===== src/rtl/dio_irq_pkg.sv =====
package dio_irq_pkg;
  localparam int ADDR_W = 4;
  localparam int DATA_W = 8;
  typedef logic [ADDR_W-1:0] ofs_t;
  typedef logic [DATA_W-1:0] byte_t;
  localparam ofs_t OFS_ENABLE = 4'hB;
  localparam ofs_t OFS_CLEAR  = 4'hF;
endpackage


===== src/rtl/dio_irq_rst_sync.sv =====
module dio_irq_rst_sync (
  input  logic clk,
  input  logic rst_n,
  output logic rst_sync_n
);
  logic [1:0] stage_q;

  always_ff @(posedge clk or negedge rst_n) begin
    if (!rst_n) stage_q <= 2'b00;
    else        stage_q <= {stage_q[0], 1'b1};
  end

  assign rst_sync_n = stage_q[1];
endmodule


===== src/rtl/dio_irq_sync.sv =====
module dio_irq_sync #(
  parameter int STAGES = 2
) (
  input  logic clk,
  input  logic rst_n,
  input  logic d_async,
  output logic d_sync
);
  logic [STAGES-1:0] sh_q, sh_d;

  always_comb begin
    sh_d = {sh_q[STAGES-2:0], d_async};
  end

  always_ff @(posedge clk or negedge rst_n) begin
    if (!rst_n) sh_q <= '0;
    else        sh_q <= sh_d;
  end

  assign d_sync = sh_q[STAGES-1];
endmodule


===== src/rtl/dio_irq_pend.sv =====
module dio_irq_pend (
  input  logic clk,
  input  logic rst_n,
  input  logic sample,
  input  logic enable,
  input  logic clear,
  output logic edge_seen,
  output logic pending
);
  logic prev_q, prev_d;
  logic pend_q, pend_d;

  always_comb begin
    prev_d    = sample;
    edge_seen = sample & ~prev_q;
    pend_d    = pend_q;
    if (clear)              pend_d = 1'b0;
    if (edge_seen && enable) pend_d = 1'b1;
  end

  always_ff @(posedge clk or negedge rst_n) begin
    if (!rst_n) begin
      prev_q <= 1'b0;
      pend_q <= 1'b0;
    end else begin
      prev_q <= prev_d;
      pend_q <= pend_d;
    end
  end

  assign pending = pend_q;
endmodule


===== src/rtl/dio_edge_irq.sv =====
module dio_edge_irq
  import dio_irq_pkg::*;
#(
  parameter int NUM_GROUPS  = 2,
  parameter int SYNC_STAGES = 2
) (
  input  logic                  clk,
  input  logic                  rst_n,
  input  logic [ADDR_W-1:0]     bus_addr,
  input  logic [DATA_W-1:0]     bus_wdata,
  input  logic                  bus_wr,
  input  logic                  bus_rd,
  output logic [DATA_W-1:0]     bus_rdata,
  input  logic [NUM_GROUPS-1:0] trig_in,
  output logic                  irq_req
);
  localparam int PAD_W = DATA_W - NUM_GROUPS;

  logic                  rst_sync_n;
  logic                  en_q, en_d;
  logic                  hit_en_wr, hit_en_rd, hit_clr_wr, hit_clr_rd;
  logic [NUM_GROUPS-1:0] trig_sync, edge_det, pend_q;
  logic                  wdata_unused;

  assign wdata_unused = ^bus_wdata;

  dio_irq_rst_sync u_rst (
    .clk        (clk),
    .rst_n      (rst_n),
    .rst_sync_n (rst_sync_n)
  );

  assign hit_en_wr  = bus_wr && (bus_addr == OFS_ENABLE);
  assign hit_en_rd  = bus_rd && (bus_addr == OFS_ENABLE);
  assign hit_clr_wr = bus_wr && (bus_addr == OFS_CLEAR);
  assign hit_clr_rd = bus_rd && (bus_addr == OFS_CLEAR);

  for (genvar g = 0; g < NUM_GROUPS; g++) begin : g_grp
    dio_irq_sync #(.STAGES(SYNC_STAGES)) u_sync (
      .clk     (clk),
      .rst_n   (rst_sync_n),
      .d_async (trig_in[g]),
      .d_sync  (trig_sync[g])
    );
    dio_irq_pend u_pend (
      .clk       (clk),
      .rst_n     (rst_sync_n),
      .sample    (trig_sync[g]),
      .enable    (en_q),
      .clear     (hit_clr_wr),
      .edge_seen (edge_det[g]),
      .pending   (pend_q[g])
    );
  end

  always_comb begin
    en_d = en_q;
    if (hit_en_rd)      en_d = 1'b0;
    else if (hit_en_wr) en_d = 1'b1;
  end

  always_ff @(posedge clk or negedge rst_sync_n) begin
    if (!rst_sync_n) en_q <= 1'b0;
    else             en_q <= en_d;
  end

  always_comb begin
    bus_rdata = '0;
    if (hit_clr_rd) bus_rdata = {{PAD_W{1'b1}}, ~pend_q};
  end

  assign irq_req = en_q & (|pend_q);
endmodule


===== config.mk =====
export PLATFORM = sky130hd
export DESIGN_NAME = dio_edge_irq
export DESIGN_NICKNAME = d
export VERILOG_FILES = /design/src/rtl/dio_irq_pkg.sv /design/src/rtl/dio_irq_rst_sync.sv /design/src/rtl/dio_irq_sync.sv /design/src/rtl/dio_irq_pend.sv /design/src/rtl/dio_edge_irq.sv
export SDC_FILE = /design/constraint.sdc
export NUM_CORES = 1
export LEC_CHECK = 0
export ABC_AREA = 1
export CAP_MARGIN = 5
export CORE_AREA = 2 2 39 41
export DETAILED_ROUTE_END_ITERATION = 12
export DIE_AREA = 0 0 41 43
export DONT_BUFFER_PORTS = 1
export GPL_ROUTABILITY_DRIVEN = 0
export MAX_ROUTING_LAYER = met4
export PLACE_DENSITY = 0.57
export SLEW_MARGIN = 0
export SYNTH_ARGS = -nofsm -noshare
export SYNTH_HDL_FRONTEND = slang
export SYNTH_SLANG_ARGS = --single-unit

===== constraint.sdc =====
create_clock -name clk -period 2.5 [get_ports clk]
set_clock_uncertainty 0.2 [all_clocks]
set_input_delay 0.25 -clock clk [delete_from_list [all_inputs] [get_ports clk]]
set_output_delay 0.25 -clock clk [all_outputs]
set_load 0.03 [all_outputs]

# == After elaboration in Yosys (flattened, before gate mapping) ==
# Cells that the tools add are included.
# totals
reg_bits,11
output_inout_bits,9
# op_classes
n_eq_ne,2
muxes,6
bitwise,6
reduce_logical,10
# ops
op,count
"4-bit equality test, second input constant",2
8-bit two-way mux,1
1-bit logical AND,6
2-bit nonzero test,3
1-bit two-way mux,5
1-bit bitwise AND,3
1-bit inverter,2
2-bit inverter,1
2-bit OR reduction,1

# == Depth between registers and ports, before layout ==
# Gate-level depths: netlist of run 1.
# logic_depth
depth_word,4
mapped_depth,5

# == Modules after synthesis ==
# Synthesis of run 1 repeated with hierarchy kept, for this count alone.
# hier_totals
hier_cells,51
area_unflattened_um2,462.9
# by_module_without_submodules
module,n_inst,cells_each,area_each_um2
dio_irq_pend,2,9,77.6
dio_edge_irq,1,26,153.9
dio_irq_sync,2,2,50.0
dio_irq_rst_sync,1,3,53.8

# == Worst setup path before layout of run 1 ==
# OpenSTA, ideal clock, no wires.
# synth_timing
path_type,input-to-output
startpoint,input port bus_addr[1]
endpoint,output port bus_rdata[0]
t_arrival_ps,927
slack_ps,1123
stages,4
n_path_buf,0
path_cell_list,nand2_1 nor2_2 nand2_1 nor2_1
# synth_via
elab_chain_len,3
# synth_lines
item,line,source
start: declaration,dio_edge_irq.sv:9,"input logic [ADDR_W-1:0] bus_addr,"
4-bit equality test,dio_edge_irq.sv:36,assign hit_clr_rd = bus_rd && (bus_addr == OFS_CLEAR);
1-bit logical AND,dio_edge_irq.sv:36,
8-bit two-way mux,dio_edge_irq.sv:69,"if (hit_clr_rd) bus_rdata = {{PAD_W{1'b1}}, ~pend_q};"
end: declaration,dio_edge_irq.sv:13,"output logic [DATA_W-1:0] bus_rdata,"
# Every way passes these cells.

# == Worst setup path after layout of run 1 ==
# layout_timing
startpoint,input port bus_wr
endpoint,register en_q
# layout_via
elab_chain_len,2
# layout_lines
item,line,source
start: declaration,dio_edge_irq.sv:11,"input logic bus_wr,"
1-bit logical AND,dio_edge_irq.sv:33,assign hit_en_wr = bus_wr && (bus_addr == OFS_ENABLE);
2-bit nonzero test (no line),-,
end signal: assignment,dio_edge_irq.sv:64,else en_q <= en_d;
end: declaration,dio_edge_irq.sv:20,"logic en_q, en_d;"
# Every way passes these cells.
# A chain may end at the register's enable or synchronous reset.

==> flow_results.org, run 1 <==
** Route
- In the routed layout, each cell is associated on average with a via count of 4.119.
- The detailed router finished its first iteration with 0 violations.
- The count of nets left with antenna violations once routing finished came out at 0.
- For this run, design rule violations remaining after detail routing come to 0.
- For this run, the detailed router's first-pass iteration total came to 1.
- In the final routed layout, each cell accounts on average for 8.672 um.
- For this block, the routed nets add up to 581 um of wire.
- Vias post-DR :: 276

** Clock network
- Clock-pin slew was measured on the worst setup and hold paths at 0.06 ns.
- Number of buffers inserted during clock tree synthesis :: 3
- Root buffer selected by CTS :: sky130_fd_sc_hd__clkbuf_4
- In this run the number of H-tree levels came out at 1.
- Maximum clock insertion buffer count :: 2
- TritonCTS built the clock tree.
- Insertion delay to the later sink of the worst-skew pair :: 0.26 ns
- Post-CTS resize count :: 0
- Clk sinks :: 11

** Setup path
- Data on the critical path is required at its endpoint by 2.49 ns.
- STA classifies the critical path startpoint as a primary input.
- The worst setup path is captured at a flop.
- At the worst endpoint, the arrival time is 1.57 ns.
- Crit Path Class :: in2reg
- On the critical path, the stage with the largest delay is an instance of sky130_fd_sc_hd__dlygate4sd3_1.
- Largest incremental delay on the critical path :: 0.56 ns
- Walking the worst path, the cells encountered are dlygate4sd3_1 -> nand3_1 -> dlygate4sd3_1 -> a21oi_1.
- Most frequent cell on the critical path :: sky130_fd_sc_hd__dlygate4sd3_1
- Maximum fanout encountered on the critical timing path :: 2

** Yosys
- Share of the yosys chip area belonging to registers :: 63.22%
- After synthesis, the mean cell area works out to 9.466 um2.
- Synthesis inferred 11 register bits.
- Synthesis produced a netlist whose cell count is 46.
- The number of different library cells used by synthesis comes to 10.
- Syn_nets :: 64
- After synthesis the cells add up to 435.4 um2.
- For this run, the number of Yosys warnings is 0.

** Power
- Maximum ir drop on the vdd rail :: 0.2565 mV
- Power spread over the standard cell area amounts to 690.0 nW/um2.
- Leakage component of the power :: 0.0002521 uW

** Floorplanning
- The die covers 1763 um2.
- Number of I/O pins :: 27
- Initial cell density of the core :: 31.46%
- Measured along the y axis, the die boundary spans 43 um.
- The total area inside the core boundary comes to 1384 um2.
- Floorplan row count :: 14
- The floorplan step set the die width to 41 um.

** Final layout
- The repair_antennas step left the layout with diodes totalling 0.
- Of the cells placed in the final design, the portion with a size suffix greater than 1 is 9.804%.
- Area added between synthesis and finish :: 18.68%
- Leaving out filler cells and counting taps, the final layout contains 67.
- In the final design database the tool counted 70 nets.

** Flow run
- Number of maximum-capacitance constraint violations :: 0

** Timing
- Part of the cycle the worst path needs :: 63.24%
- Fmax :: 632.6 MHz
- Transition time of the tightest slew-check pin :: 0.5471 ns
- Final worst path period need :: 1.581 ns
- After routing, the total negative slack on setup checks comes to 0 ns.
- The number of pins exceeding their max-slew limit in the final report came to 0.
- RSZ-0062 raised after global routing :: false
- Final Hold Violating Endpoints :: 0
- Relative slew slack :: 63.39%
- Setup-violating endpoint count in the final report :: 0

** Placed design
- After detailed placement, the design holds a cell count of 57.
- Dpl hpwl :: 428.4 um
- In this run the tool buffered the top-level ports with 0 buffer cells.

** Global routing
- Summed over all layers, the global routing overflow is 0.
- Entering global routing, the biggest net connects 10 pins.
- Global routing used 8.290% of the available tracks across all layers.
- The number of global-route vias before repair is 268.
- The first global-routing pass estimated 890 um of wire.
- The initial antenna violation count was 0.

** Hold path
- Min-delay worst type :: in2async

** Run status
- Result of the run :: finished clean
==> critical path, delay by kind of cell <==
kind / cells / cell delay (ns)
AOI/OAI and AO/OA: 1 / 0.13
buffers and inverters: 2 / 1.11
and+or+nand+nor: 1 / 0.08
==> placed cells by master (no fill, tap or decap) <==
cell	netlist	final
sky130_fd_sc_hd__clkbuf_1	0	1
sky130_fd_sc_hd__nor2_2	1	1
sky130_fd_sc_hd__clkbuf_4	0	3
sky130_fd_sc_hd__dfrtp_1	11	11
sky130_fd_sc_hd__inv_1	6	6
sky130_fd_sc_hd__nand2_1	11	11
sky130_fd_sc_hd__nand3_1	1	1
sky130_fd_sc_hd__dlygate4sd3_1	0	6
sky130_fd_sc_hd__nor2_1	7	7
sky130_fd_sc_hd__nor3_1	1	1
sky130_fd_sc_hd__conb_1	1	1
sky130_fd_sc_hd__buf_12	0	1
sky130_fd_sc_hd__a21oi_1	1	1
==> repair_timing <==
action | 4_1_cts | 5_1_grt
hold buffers | 6 | 0
endpoints found under the hold margin | 16 | 0
setup buffers | 0 | 0
endpoints found under the setup margin | 0 | 0
==> sequential cells by signal, indices dropped and copies added, names as in the netlist <==
register              cells
u_rst.stage_q             2
g_grp.u_sync.sh_q         4
g_grp.u_pend.prev_q       2
g_grp.u_pend.pending      2
en_q                      1
==> cells by family after synthesis <==
kind of cell | share of synthesized area [%]
simple gates | 19.25
buf+inv | 15.52
flops | 63.22
compound gates | 1.148
other cells | 0.8612
==> layout make-up <==
class / instances / area (um2)
fillers: 138 / 867.1
flip-flops and latches: 11 / 275.3
multi-input cells: 23 / 92.59
repair buffers: 7 / 80.08
clock buffers: 4 / 26.28
inverters: 6 / 22.52
well taps: 16 / 20.02
==> Yosys cell counts, drive strengths merged <==
cell   number  area (um2)
a21oi       1       5.000
buf         6       45.04
conb        1       3.750
dfrtp      11       275.3
inv         6       22.52
nand2      11       41.29
nand3       1       5.000
nor2        8       32.54
nor3        1       5.000
==> final timing paths <==
check	from	end	slack [ns]	depth (start not counted)
hold reg to reg	u_rst.stage_q[0]	u_rst.stage_q[1]	0.15	0
setup reg to reg	u_rst.stage_q[1]	g_grp[0].u_sync.sh_q[1]	1.34	1
max in group asynchronous	u_rst.stage_q[1]	g_grp[0].u_sync.sh_q[1]	1.34	1
setup / recovery	bus_wr	en_q	0.92	4
min in group clk	bus_rd	en_q	0.02	3
hold / removal	rst_n	u_rst.stage_q[0]	0.02	1
==> metal layers <==
layer | GRT usage, % | routed length [um]
met1 | 7.192 | 257
met2 | 12.50 | 249
met3 | 3.141 | 75
met4 | 8.000 | 0
met5 | - | 0
==> where the power goes <==
part / internal (uW) / switching (uW) / total [uW] / leakage, uW
registers: 192 / 5.56 / 197 / 0.000124
logic: 14.2 / 29.5 / 43.7 / 0.000113
clock network: 61.6 / 53.8 / 115 / 0.0000150
total: 268 / 88.8 / 357 / 0.000252
==> metrics by stage <==
step	total power (uW)	instance area [um2]	util, %	hold WS (ns)	setup WS [ns]
2_1_floorplan	233.4	435.4	-	-0.2456	1.123
3_3_place_gp	237.6	430.4	31.10	-0.2455	0.9704
3_5_place_dp	239.0	430.4	31.10	-0.2455	0.9640
4_1_cts	366.3	516.7	37.34	0.002781	0.9220
5_1_grt	381.9	516.7	37.34	0.01285	0.8583
6_report	356.6	516.7	37.34	0.01504	0.9191
(Power assumes the default switching activity.)
==> inputs of run 2 (changes only) <==
clock period = 1.52 ns   (was 2.5 ns; I/O delays follow)
==> flow_results.org, run 2 (synthesized netlist as in run 1, its figures left out) <==
** Floorplanning
- The number of placement rows came to 14 (unchanged).
- Placeable Area :: 1384 um2 (unchanged)
- Chip height :: 43 um (unchanged)
- The die width came to 41 um (unchanged).
- The number of top-level pins was 27 (unchanged).
- Die Area :: 1763 um2 (unchanged)
- The effective utilization at floorplan is 31.46% (unchanged).

** Timing
- Number of max-slew violations in the final report :: 0 (unchanged)
- The worst path in the final design needs a cycle of 1.323 ns, including I/O delays and setup.
- Part of the cycle the worst path needs :: 87.02%
- Final Hold Violating Endpoints :: 1 (+1)
- Worst slack on hold paths :: -0.0003572 ns (-0.01539 ns)
- Total negative slack for setup checks :: 0 ns (unchanged)
- Setup repair after global routing left no endpoint under its margin.
- Derived from the worst setup path, the maximum achievable clock frequency is 756.0 MHz.
- The setup violation total in the final timing report is 0 (unchanged).
- The worst setup margin came to 0.1972 ns (-0.7219 ns).

** Setup path
- The maximum fanout count along the critical path came to 4 (+2).
- Data arrival time of the critical path :: 0.97 ns (-0.60 ns)
- The data required time at the worst endpoint came to 1.17 ns (-1.32 ns).
- Terminus of the critical flop-to-flop path :: g_grp[0].u_pend.prev_q
- Critical path endpoint category :: output port
- Depth of the worst register-to-register path :: 1 (unchanged)
- Launching point of the worst reg2reg path :: u_rst.stage_q[1]
- STA classifies the critical path startpoint as a flop.
- The critical path is of the reg2out type.
- Worst reg2reg setup slack :: 0.36 ns (-0.98 ns)

** Power
- Maximum ir drop on the vdd rail :: 0.4780 mV (+86%)
- Leakage component of the power :: 0.0003039 uW (+21%)
- The ratio of total power to cell area was 1004 nW/um2 (+46%).
- The total power was 613.2 uW (+72%).

** Route
- The first-pass detailed-route iteration total is 1 (unchanged).
- The met1 wire length is 303 um (+18%).
- Wire length on met2 :: 324 um (+30%)
- Vias post-DR :: 308 (+12%)
- DRT antenna net count :: 0 (unchanged)
- Met3 layer wire length in the routed design :: 61 um (-19%)
- Drt total wl :: 697 um (+20%)
- In this run the top signal layer used is met4.
- The per-cell routed wire length was 9.052 um (+4.4%).
- The number of DRC violations after detailed-routing iteration 0 came to 0 (unchanged).
- Number of vias per cell :: 4.000 (-2.9%)
- Count of unresolved DRC violations after routing :: 0 (unchanged)

** Final layout
- Layout filler cell count :: 124 (-10%)
- Sequential Area :: 275.3 um2 (unchanged)
- The count of nets after finishing came to 80 (+14%).
- The footprint of the multi-input gates came to 96.34 um2 (+4.1%).
- Counting flops per register, the top entry is g_grp.u_sync.sh_q.
- The library cell used most frequently in the layout, excluding fill and tap cells, is sky130_fd_sc_hd__dlygate4sd3_1.
- Area added between synthesis and finish :: 40.23%
- Commonest cells after routing, fill and taps aside :: sky130_fd_sc_hd__dlygate4sd3_1, sky130_fd_sc_hd__nand2_1, sky130_fd_sc_hd__dfrtp_1, sky130_fd_sc_hd__nor2_1, sky130_fd_sc_hd__inv_1
- The number of flip-flops under the largest register name was 4 (unchanged).
- The number of diodes came to 0 (unchanged).
- The ratio of cells with drive above 1 in the final layout was 16.39% (+6.6 points).

** Hold path
- For hold timing, the worst endpoint is en_q.
- Hold path depth :: 3
- The startpoint identified for the worst hold timing path is bus_addr[0].
- The path class of the tightest hold or removal check is in2reg.

** Global routing
- The initial antenna violation count came to 0 (unchanged).
- The number of global-route vias before repair came to 302 (+13%).
- The wire length of the first global-routing pass came to 1028 um (+16%).
- Total gr overflow :: 0 (unchanged)
- Largest net degree at the start of global routing :: 10 (unchanged)
- The overall routing resource usage came to 9.654% (+1.4 points).

** Flow run
- The max capacitance violation total was 0 (unchanged).

** Clock network
- Post-CTS Setup Inserts :: 0 (unchanged)
- Clk slew on worst S/H paths :: 0.06 ns (about the same)
- The number of sinks on the clock net is 11 (unchanged).
- TritonCTS built the clock tree.
- The number of levels the H-tree was split into is 1 (unchanged).
- Root buffer selected by CTS :: sky130_fd_sc_hd__clkbuf_4
- Insertion delay to the later sink of the worst-skew pair :: 0.26 ns (about the same)
- Maximum clock insertion buffer count :: 2 (unchanged)
- The number of buffers added by the clock tree synthesis step came to 3 (unchanged).

** Placed design
- The setup slack at placement is 0.3775 ns (-0.5865 ns).
- The half-perimeter wire length of the detailed placement result was 441.9 um (+3.2%).
- The port buffer count was 0 (unchanged).

** Run status
- Result of the run :: finished with violations
- Violations in the final reports :: hold timing
run 2: cell types whose count changed in the layout (fill, tap and decap cells not counted), sizes merged:
cell and change:
buf +4, dlygate4sd3 +6
run 2: cell type report:
type,instances,share of cell area (%)
clock buffers,4,4.303
inverters,6,3.689
multi-input cells,23,15.78
flip-flops and latches,11,45.08
well taps,16,3.279
repair buffers,17,27.87
run 2: worst max-delay path by stage:
| stage | startpoint | endpoint | depth (start not counted) |
|---|---|---|---|
| floorplan | bus_addr[1] | bus_rdata[0] | 4 |
| global route | en_q | irq_req | 3 |
| finish | en_q | irq_req | 3 |
| global placement | bus_addr[1] | bus_rdata[5] | 5 |
| CTS | bus_wr | en_q | 4 |
| detailed placement | bus_addr[1] | bus_rdata[5] | 5 |
run 2: critical path: stages (launching register included):
cell and delay (ns):
sky130_fd_sc_hd__dfrtp_1 0.36, sky130_fd_sc_hd__inv_1 0.13, sky130_fd_sc_hd__nor2_1 0.06, sky130_fd_sc_hd__buf_4 0.16
run 2: power breakdown:
part           switching [uW]  internal (uW)  total (uW)
clock                    88.6            101         190
combinational            54.4           44.1        98.6
sequential               9.09            316         325
run 2: metal layers:
metal,vias up,GRT usage (%)
li1,160,-
met1,131,7.877
met2,15,15.00
met3,2,3.141
met4,0,10.00
met5,-,-
run 2: through the flow:
step                      instances  utilization (%)  instance area, um2
after floorplan                  46                -               435.4
final                            77            44.12               610.6
after detailed placement         61            33.27               460.4
after CTS                        76            43.13               596.8
after global placement           61            33.27               460.4
after global routing             77            44.12               610.6
run 2: repair_timing:
item,CTS,global route
hold buffers,11,2
hold endpoints to repair,16,1
setup endpoints to repair,0,1
gates resized for setup,0,1
==> inputs of run 3 (changes only) <==
--- a/constraint.sdc
+++ b/constraint.sdc
@@ -3,3 +3,3 @@
 set_input_delay 0.152 -clock clk [delete_from_list [all_inputs] [get_ports clk]]
 set_output_delay 0.152 -clock clk [all_outputs]
-set_load 0.03 [all_outputs]
+set_load 0.02 [all_outputs]
==> flow_results.org, run 3 (synthesized netlist as in run 1, its figures left out) <==
** Hold path
- The tightest min-delay check is of the reg2reg type.
- The depth of the worst hold-timing path was 0 (-3).

** Route
- Mean routed wirelength per cell :: 9.370 um (+3.5%)
- Count of unresolved DRC violations after routing :: 0 (unchanged)
- Drt total wl :: 684 um (-1.9%)
- Detailed-router iteration count before antenna repair :: 1 (unchanged)
- DRT antenna net count :: 0 (unchanged)
- The vias per cell came to 4.288 (+7.2%).
- Iteration-0 DRC Markers :: 0 (unchanged)
- The vias after detailed routing was 313 (+1.6%).

** Final layout
- The finished layout cell area is 580.6 um2 (-4.9%).
- Layout filler cell count :: 144 (+16%)
- The library cell used most frequently in the layout, excluding fill and tap cells, is sky130_fd_sc_hd__dlygate4sd3_1.
- Ratio of cells with drive above 1 in the final layout :: 10.53% (-5.9 points)
- Area added between synthesis and finish :: 33.33%
- The number of flip-flops under the largest register name came to 4 (unchanged).
- The number of diodes was 0 (unchanged).
- The core utilization of the finished layout was 41.95% (-2.2 points).
- g_grp.u_sync.sh_q holds more flip-flops than any other register.
- The count of nets after finishing is 76 (-5.0%).
- Commonest cells after routing, fill and taps aside :: sky130_fd_sc_hd__dlygate4sd3_1, sky130_fd_sc_hd__nand2_1, sky130_fd_sc_hd__dfrtp_1, sky130_fd_sc_hd__nor2_1, sky130_fd_sc_hd__inv_1

** Power
- Maximum ir drop on the vdd rail :: 0.4718 mV (-1.3%)
- The switching power share of the total came to 24.01% (-0.80 points).
- Net switching power of the design :: 142.6 uW (-6.2%)
- The total power came to 594.1 uW (-3.1%).
- Internal power summed over all cells :: 451.4 uW (-2.1%)
- The share of power burned in combinational logic is 13.5% (-2.6 points).
- The ratio of total power to cell area came to 1023 nW/um2 (+1.9%).
- Relative contribution of sequential cells to total power :: 54.6% (+1.6 points)
- The leakage component of the power was 0.0002788 uW (-8.3%).
- The clock network fraction of design power is 31.9% (+0.9 points).

** Floorplanning
- The die area was 1763 um2 (unchanged).
- Die outline width :: 41 um (unchanged)
- Floorplan row count :: 14 (unchanged)
- Chip height :: 43 um (unchanged)
- The floorplan core area was 1384 um2 (unchanged).
- The number of top-level pins was 27 (unchanged).
- The effective utilization at floorplan is 31.46% (unchanged).

** Timing
- The final critical path time including I/O delays and setup is 1.479 ns (+0.1566 ns).
- Setup-violating endpoint count in the final report :: 0 (unchanged)
- RSZ-0062 raised after global routing :: false
- The number of pins exceeding their max-slew limit in the final report is 0 (unchanged).
- Part of the cycle the worst path needs :: 97.33% (+10 points)
- The worst hold margin is 0.1486 ns (+0.1490 ns).
- The setup total negative slack is 0 ns (unchanged).
- The count of endpoints failing hold in the final timing report was 0 (-1).
- Fmax :: 676.0 MHz (-11%)

** Placed design
- Dpl hpwl :: 410.8 um (-7.0%)
- The port buffer count came to 0 (unchanged).
- The total placed instance area was 430.4 um2 (-6.5%).

** Setup path
- The length in cells of the worst reg-to-reg path came to 1 (unchanged).
- Type of origin of the critical path :: primary input
- Among the stages of the critical path, the cell type that occurs most often is sky130_fd_sc_hd__dlygate4sd3_1.
- Walking the worst path, the cells encountered are dlygate4sd3_1 -> nand3_1 -> dlygate4sd3_1 -> a21oi_2.
- Critical Path Slowest Stage Cell :: sky130_fd_sc_hd__dlygate4sd3_1
- The data required time at the worst endpoint was 1.51 ns (+0.34 ns).
- The worst setup path is of the in2reg kind.
- The arrival time of data at the critical path endpoint is 1.47 ns (+0.50 ns).
- Critical path endpoint category :: flop
- The delay of the slowest cell on the worst path is 0.57 ns (+0.21 ns).
- The maximum fanout count along the critical path came to 2 (-2).

** Global routing
- The number of global-route vias before repair is 315 (+4.3%).
- Largest net degree at the start of global routing :: 10 (unchanged)
- The residual overflow from global routing was 0 (unchanged).
- The initial antenna violation count is 0 (unchanged).
- GRT Resource Usage Total :: 10.71% (+1.1 points)
- First-pass GRT wire length :: 1131 um (+10%)

** Clock network
- The number of sinks on the clock net is 11 (unchanged).
- The post-CTS setup repair buffer count is 0 (unchanged).
- The insertion delay to the later sink of the worst-skew pair is 0.26 ns (about the same).
- The number of levels the H-tree was split into was 1 (unchanged).
- Maximum clock insertion buffer count :: 2 (unchanged)
- TritonCTS built the clock tree.
- Number of buffers inserted during clock tree synthesis :: 3 (unchanged)
- Clock tree synthesis selected as its root buffer the cell sky130_fd_sc_hd__clkbuf_4.
- The clock transition at the register clock pins on the worst setup and hold paths after CTS came to 0.06 ns (about the same).

** Flow run
- The max capacitance violation total came to 0 (unchanged).

** Run status
- Result of the run :: finished clean
[run 3: layout make-up]
type / count / area, um2 / area share [%]
flip-flops and latches: 11 / 275.3 / 47.41
inverters: 6 / 22.52 / 3.879
well taps: 16 / 20.02 / 3.448
multi-input cells: 23 / 96.34 / 16.59
repair buffers: 13 / 140.1 / 24.14
clock buffers: 4 / 26.28 / 4.526
[run 3: final timing paths]
check | slack (ns) | to | from
min in group asynchronous | 0.45 | u_rst.stage_q[1] | rst_n
worst min register to register | 0.15 | g_grp[0].u_sync.sh_q[1] | g_grp[0].u_sync.sh_q[0]
worst max register to register | 0.36 | g_grp[1].u_sync.sh_q[1] | u_rst.stage_q[1]
worst max-delay path | 0.04 | en_q | bus_wr
worst min-delay path | 0.15 | g_grp[0].u_sync.sh_q[1] | g_grp[0].u_sync.sh_q[0]
max in group asynchronous | 0.36 | g_grp[1].u_sync.sh_q[1] | u_rst.stage_q[1]
[run 3: stage by stage]
step | worst slack, ns | cells
after floorplan | 0.4606 | 46
after global placement | 0.4142 | 57
after detailed placement | 0.4112 | 57
after CTS | 0.05111 | 73
after global routing | 0.02136 | 73
final | 0.04061 | 73
[run 3: layer usage]
layer / vias to the layer above / wire length, um / track usage (%)
met1: 144 / 267 / 8.935
met4: 0 / 0 / 6.000
met5: - / 0 / -
li1: 150 / - / -
met3: 0 / 70 / 6.283
met2: 19 / 347 / 17.19
[run 3: timing repair]
action	4_1_cts	5_1_grt
setup endpoints to repair	0	1
hold buffers	12	0
resized for setup	0	1
endpoints found under the hold margin	16	0
[run 3: power by group through the flow]
stage	logic, uW	registers, uW	clock network, uW
after CTS	77.6	325	199
after global placement	49.5	334	0
after global routing	91.8	327	223
final	80.2	325	189
after floorplan	45.0	332	0
after detailed placement	50.7	335	0
[run 3: worst max-delay path: cells and delay by family]
family / cells / cell delay [ns]
buf+inv: 2 / 1.13
compound gates: 1 / 0.12
simple gates: 1 / 0.08
